**config.mk**
```make
export PLATFORM = sky130hd
export DESIGN_NAME = sqv_seq_validator
export DESIGN_NICKNAME = d
export VERILOG_FILES = /design/src/rtl/sqv_pkg.sv /design/src/rtl/sqv_classify.sv /design/src/rtl/sqv_seq_walk.sv /design/src/rtl/sqv_grp_buf.sv /design/src/rtl/sqv_seq_validator.sv
export SDC_FILE = /design/constraint.sdc
export NUM_CORES = 1
export LEC_CHECK = 0
export BUFFER_PORTS_ARGS = -buffer_cell sky130_fd_sc_hd__buf_2
export CORE_ASPECT_RATIO = 0.5
export CORE_MARGIN = 1
export CORE_UTILIZATION = 48
export CTS_CLUSTER_DIAMETER = 150
export DETAILED_ROUTE_END_ITERATION = 8
export HOLD_SLACK_MARGIN = 0.03
export PLACE_DENSITY = 0.77
export SYNTH_ARGS = -nofsm -noshare
export SYNTH_HDL_FRONTEND = slang
export SYNTH_SLANG_ARGS = --single-unit
```
**constraint.sdc**
```tcl
create_clock -name clk -period 2.5 [get_ports clk]
set_clock_uncertainty 0.15 [all_clocks]
set_input_delay 0.25 -clock clk [delete_from_list [all_inputs] [get_ports clk]]
set_output_delay 0.25 -clock clk [all_outputs]
set_load 0.02 [all_outputs]
```
**src/rtl/sqv_pkg.sv**
```systemverilog
package sqv_pkg;

  localparam int BLK_W  = 66;
  localparam int TYPE_W = 8;
  localparam int HDR_W  = 2 + TYPE_W;

  localparam logic [1:0] SYNC_DATA = 2'b01;
  localparam logic [1:0] SYNC_CTRL = 2'b10;

  // error control block: sync 10, type 0x1E, eight 7-bit error characters
  localparam logic [BLK_W-1:0] ERR_BLOCK = {SYNC_CTRL, 8'h1E, {8{7'h1E}}};

  typedef enum logic [2:0] {
    BK_DATA,
    BK_START,
    BK_TERM,
    BK_CTRL,
    BK_MARK,
    BK_BAD
  } blk_kind_e;

  // sequence state
  typedef enum logic {
    ST_GAP = 1'b0,
    ST_PKT = 1'b1
  } seq_st_e;

endpackage

```
**src/rtl/sqv_classify.sv**
```systemverilog
module sqv_classify
  import sqv_pkg::*;
(
  input  logic [HDR_W-1:0] hdr,
  output blk_kind_e        kind
);

  logic [1:0]        sync;
  logic [TYPE_W-1:0] btype;

  assign sync  = hdr[HDR_W-1 -: 2];
  assign btype = hdr[TYPE_W-1:0];

  always_comb begin
    kind = BK_BAD;
    if (sync == SYNC_DATA) begin
      kind = BK_DATA;
    end else if (sync == SYNC_CTRL) begin
      unique case (btype)
        8'h78:                         kind = BK_START;
        8'h87, 8'h99, 8'hAA, 8'hB4,
        8'hCC, 8'hD2, 8'hE1, 8'hFF:    kind = BK_TERM;
        8'h1E, 8'h2D, 8'h33, 8'h4B,
        8'h55, 8'h66:                  kind = BK_CTRL;
        default:                       kind = BK_MARK;
      endcase
    end
  end

endmodule

```
**src/rtl/sqv_seq_walk.sv**
```systemverilog
module sqv_seq_walk
  import sqv_pkg::*;
#(
  parameter int GRP_N = 8
) (
  input  blk_kind_e kinds [GRP_N],
  input  seq_st_e   st_start,
  output seq_st_e   st_end,
  output logic      viol
);

  seq_st_e          st_chain [GRP_N+1];
  logic [GRP_N-1:0] viol_vec;

  assign st_chain[0] = st_start;

  for (genvar i = 0; i < GRP_N; i++) begin : g_step
    always_comb begin
      viol_vec[i]     = 1'b0;
      st_chain[i+1]   = st_chain[i];
      unique case (kinds[i])
        BK_DATA:  viol_vec[i] = (st_chain[i] == ST_GAP);
        BK_CTRL:  viol_vec[i] = (st_chain[i] == ST_PKT);
        BK_START: begin
          if (st_chain[i] == ST_PKT) viol_vec[i] = 1'b1;
          else                       st_chain[i+1] = ST_PKT;
        end
        BK_TERM: begin
          if (st_chain[i] == ST_GAP) viol_vec[i] = 1'b1;
          else                       st_chain[i+1] = ST_GAP;
        end
        BK_MARK:  viol_vec[i] = 1'b0;
        default:  viol_vec[i] = 1'b1;
      endcase
    end
  end

  assign st_end = st_chain[GRP_N];
  assign viol   = |viol_vec;

endmodule

```
**src/rtl/sqv_grp_buf.sv**
```systemverilog
module sqv_grp_buf
  import sqv_pkg::*;
#(
  parameter int GRP_N = 8
) (
  input  logic             clk,
  input  logic             rst_n,
  input  logic             load,
  input  logic             reject,
  input  logic [BLK_W-1:0] blks_in [GRP_N],
  output logic             can_load,
  output logic             out_valid,
  input  logic             out_ready,
  output logic [BLK_W-1:0] out_block
);

  localparam int IDX_W = (GRP_N > 1) ? $clog2(GRP_N) : 1;
  localparam logic [IDX_W-1:0] IDX_LAST = IDX_W'(GRP_N - 1);

  logic [BLK_W-1:0] blk_q [GRP_N];
  logic             full_q, full_d;
  logic [IDX_W-1:0] idx_q, idx_d;
  logic             rej_q, rej_d;
  logic             pop, last;

  assign pop      = full_q && out_ready;
  assign last     = (idx_q == IDX_LAST);
  assign can_load = !full_q || (last && out_ready);

  always_comb begin
    full_d = full_q;
    idx_d  = idx_q;
    rej_d  = rej_q;
    if (pop) begin
      if (last) full_d = 1'b0;
      else      idx_d  = idx_q + 1'b1;
    end
    if (load) begin
      full_d = 1'b1;
      idx_d  = '0;
      rej_d  = reject;
    end
  end

  always_ff @(posedge clk or negedge rst_n) begin
    if (!rst_n) begin
      full_q <= 1'b0;
      idx_q  <= '0;
      rej_q  <= 1'b0;
    end else begin
      full_q <= full_d;
      idx_q  <= idx_d;
      rej_q  <= rej_d;
    end
  end

  for (genvar i = 0; i < GRP_N; i++) begin : g_store
    always_ff @(posedge clk) begin
      if (load) blk_q[i] <= blks_in[i];
    end
  end

  assign out_valid = full_q;
  assign out_block = rej_q ? ERR_BLOCK : blk_q[idx_q];

endmodule

```
**src/rtl/sqv_seq_validator.sv**
```systemverilog
module sqv_seq_validator
  import sqv_pkg::*;
#(
  parameter int GRP_N = 8
) (
  input  logic                   clk,
  input  logic                   rst_n,
  input  logic                   in_valid,
  output logic                   in_ready,
  input  logic [GRP_N*BLK_W-1:0] in_group,
  input  logic                   err_in,
  output logic                   out_valid,
  input  logic                   out_ready,
  output logic [BLK_W-1:0]       out_block
);

  // reset: asserted asynchronously, released on the clock
  logic rst_meta_q, rst_sync_n;

  always_ff @(posedge clk or negedge rst_n) begin
    if (!rst_n) begin
      rst_meta_q <= 1'b0;
      rst_sync_n <= 1'b0;
    end else begin
      rst_meta_q <= 1'b1;
      rst_sync_n <= rst_meta_q;
    end
  end

  logic [BLK_W-1:0] blks  [GRP_N];
  blk_kind_e        kinds [GRP_N];

  for (genvar i = 0; i < GRP_N; i++) begin : g_lane
    assign blks[i] = in_group[i*BLK_W +: BLK_W];
    sqv_classify u_cls (
      .hdr  (blks[i][BLK_W-1 -: HDR_W]),
      .kind (kinds[i])
    );
  end

  seq_st_e state_q, state_d, walk_end;
  logic    viol, reject, accept;

  sqv_seq_walk #(.GRP_N(GRP_N)) u_walk (
    .kinds    (kinds),
    .st_start (state_q),
    .st_end   (walk_end),
    .viol     (viol)
  );

  assign accept = in_valid && in_ready;
  assign reject = viol || err_in;

  always_comb begin
    state_d = state_q;
    if (accept) state_d = reject ? ST_GAP : walk_end;
  end

  always_ff @(posedge clk or negedge rst_sync_n) begin
    if (!rst_sync_n) state_q <= ST_GAP;
    else             state_q <= state_d;
  end

  sqv_grp_buf #(.GRP_N(GRP_N)) u_buf (
    .clk       (clk),
    .rst_n     (rst_sync_n),
    .load      (accept),
    .reject    (reject),
    .blks_in   (blks),
    .can_load  (in_ready),
    .out_valid (out_valid),
    .out_ready (out_ready),
    .out_block (out_block)
  );

endmodule

```
==> implementation parameters <==
Parameter                              Value

Yosys
  Post-Syn Nets    1,829
  Asr flop ratio synth    0.0149
  Gate Count Post-Synth    1,278
  Flip-flop and latch count after synthesis    536
  Main synth FF type    edfxtp_1
  Cell area after synthesis    22,800 sq um
  Count of flip-flops with a built-in enable after synthesis    528
  Most used standard cells in the synthesized netlist    edfxtp_1 (528), nand2_1 (153), mux4_2 (133)
  Synth Area per Inst    17.8 sq um
  Largest area contributor in the synthesized netlist    edfxtp_1
  Distinct cells, synth    74
  Share of the synthesized area in the top cell type    0.696
  Top cells by area in the synthesized netlist    edfxtp_1 (70%), mux4_2 (13%), nand2_1 (2.5%)
  Yosys warns    0
  Seq/Total Area, Yosys    0.705
  Most repeated cell in the gate-level netlist after synthesis    edfxtp_1

Floorplanning
  Number of standard-cell rows in the floorplan    55
  Top-level I/O count    601
  Initial core utilization    0.495
  Die Area    48,400 sq um
  Core area    46,000 sq um
  Die Y    156 microns
  DIE WIDTH    310 microns

Critical path
  Critical path startpoint    u_buf.idx_q[0]
  Flop2flop setup slack    -0.20 ns
  Critical path data required time    2.10 ns
  Destination of the critical timing path    out_block[19]
  Slowest cell delay on critical path    0.53 ns
  Cells traversed along the worst timing path    buf_12 -> buf_12 -> buf_16 -> mux4_2 -> nand2_1 -> a21oi_1 -> buf_4
  Dominant cell type by count on the critical path    buf_12
  Crit path depth    7
  Register-to-Register Path Depth    14
  Max stage delay cell, worst path    dfrtp_4
  Critical path launch point type    flip-flop
  Launch instance of the worst register-to-register path    u_buf.idx_q[0]
  Delay-heaviest family, CP    buffers and inverters
  Kind of critical path    flip-flop to primary output
  Maximum fanout encountered on the critical timing path    5
  Buffers & Inverters on Critical Path    4
  Critical path data arrival time    2.41 ns
  CP Capture Type    primary output
  Reg-to-reg endpoint    state_q

Run
  Max-capacitance violation count    0

Pwr
  Switching power of the nets    0.00898 W
  Power share of the clock group    0.271
  Share of power burned in combinational logic    0.353
  Cell leakage power    13.8 nW
  Cell Pwr Density    794 nW/um^2
  Share of power burned in registers    0.376
  Internal power consumption    0.0199 W
  Switching share of total power    0.311
  Final Power    0.0288 W
  IR Drop Worst-Case VDD    0.627 mV

Final layout
  Proportion of layout cells with a drive suffix above 1    0.416
  Final layout net count    3,148
  Area growth syn-to-layout    59.6%
  Final standard cell count with taps included and fillers excluded    3,280
  Number of filler instances in the final layout    2,389

STA
  Ratio of final minimum period to clock period    1.12
  Worst setup slack after layout    -0.305 ns
  Number of max-slew violations in the final report    0
  Fmax    356 MHz
  Minimum period implied by the final worst setup slack    2.81 ns
  Setup total negative slack    -15.84 ns
  Max transition margin    0.513
  Final setup violation count    97
  Unrepaired setup endpoints after global routing    true
  Hold violation total from the final report    0
  Slew at the pin with the worst max-slew slack    0.731 ns
  Hold_ws    0.200 ns

Placed design
  Count of input and output buffers    600
  Placer Congestion    0.952
  Detailed placement HPWL    46,500 microns
  Post-placement cell count    2,596

Global route
  Largest net degree at the start of global routing    173
  Gr usage total    0.356
  Initial antenna violation count    21
  GRT Residual Overflow    0
  Wire length of the first global-routing pass    124,000 microns
  Number of global-route vias before repair    20,478

Clock network
  Number of CTS-inserted buffers    47
  TritonCTS clock tree    done
  Clock latency on the worst-skew pair    0.55 ns
  Largest buffer count on any clock path    3
  Count of H-tree levels built during CTS    2
  Sinks on Clock Net    536
  Post-CTS clock slew at the launch and capture registers of the worst setup and hold paths    0.07 ns
  Clock Tree Root    clkbuf_16

Status
  Outcome    finished, violations left
  Violated checks    negative setup slack

Route
  Via Count    19,316
  Number of DRC markers after the initial detailed-route iteration    2,345
  Average wire per standard cell    27.4 microns
  Total wire length after detailed routing    89,800 microns
  Final antenna-violating net count    0
  Vias per Instance    5.89
  Detailed-route DRC error count    0
  Number of search-and-repair iterations in the first detailed-routing pass    6

Min path
  Hold WC Path Type    flip-flop to flip-flop
## placed cells by master, fill, tap and decap left out, types with 34 or more instances in the layout
master / netlist / final
a21oi_1: 43 / 34
buf_2: 3 / 541
buf_4: 1 / 148
buf_6: 1 / 47
clkbuf_16: 0 / 55
dlygate4sd3_1: 0 / 533
edfxtp_1: 528 / 528
mux4_2: 133 / 133
nand2_1: 153 / 105
nand2_2: 0 / 48
nand3b_1: 41 / 41
## flip-flops by register name (all words and copies together) (netlist names)
name	flops
state_q	1
rst_meta_q	1
u_buf.idx_q	3
u_buf.out_valid	1
u_buf.rej_q	1
rst_sync_n	1
u_buf.blk_q	528
## final cells by class
cell class / count / area [sq um] / area share
Timing Repair Buffer: 1327 / 11100 / 0.306
Clock inverter: 33 / 367 / 0.0101
Multi-Input combinational cell: 655 / 6640 / 0.183
Tap cell: 627 / 785 / 0.0216
Clock buffer: 53 / 1200 / 0.0330
Sequential cell: 536 / 16100 / 0.442
Antenna cell: 19 / 47.5 / 0.00131
Inverter: 30 / 115 / 0.00317
## metrics by stage
step                       util  setup WS, ns  area [sq um]
after global routing      0.790        -0.366         36300
final                     0.790        -0.305         36300
after CTS                 0.778        -0.290         35800
after detailed placement  0.602        -0.726         27700
after global placement    0.602        -0.549         27700
after floorplan               -         -3.60         22800
## metal layers
layer,GRT usage,up-vias,routed length (microns)
met5,0,-,45
met4,0.227,6,6040
met3,0.0833,460,8300
met2,0.614,1477,46200
met1,0.401,9465,29300
li1,-,7908,-
## power by group through the flow
| stage | logic [W] | clock network, W | registers (W) |
|---|---|---|---|
| floorplan | 0.00431 | 0 | 0.0109 |
| global placement | 0.00667 | 0 | 0.0109 |
| detailed placement | 0.00677 | 0 | 0.0109 |
| CTS | 0.00924 | 0.00764 | 0.0108 |
| global route | 0.0105 | 0.00818 | 0.0109 |
| finish | 0.0102 | 0.00782 | 0.0108 |
## how the worst min path moves through the flow
| stage | start | endpoint | slack [ns] | cells after the start |
|---|---|---|---|---|
| after floorplan | rst_n | rst_meta_q | -0.20 | 0 |
| after global placement | rst_n | rst_sync_n | -0.11 | 1 |
| after detailed placement | rst_n | rst_sync_n | -0.11 | 1 |
| after CTS | rst_meta_q | rst_sync_n | 0.20 | 0 |
| after global routing | rst_meta_q | rst_sync_n | 0.21 | 0 |
| final | rst_meta_q | rst_sync_n | 0.20 | 0 |
## cell families (layout without fill, tap and decap cells)
logic type,after synthesis,after routing,share of synthesized area
buffers and inverters,87,1443,0.0150
and+or+nand+nor,360,360,0.0901
adders and majority gates,18,18,0.00989
AOI/OAI and AO/OA,136,136,0.0448
other,1,20,0.000165
muxes,140,140,0.135
DFF,536,536,0.705
## worst reg2reg max path: cells and delay by family, from the launching register on
kind	cells	cell delay (ns)
AOI/OAI and AO/OA	5	0.86
and+or+nand+nor	4	0.62
DFF	1	0.47
buffers and inverters	3	0.28
adders and majority gates	2	0.27
## repair_timing
item                                    4_1_cts  5_1_grt
endpoints found under the setup margin       68      443
gates resized for setup                     120      111
hold buffers                                533        0
cloned                                       19        9
pin swaps                                    10       39
buffers inserted                             19        2
hold endpoints to repair                    540        0
(Power assumes the default switching activity.)
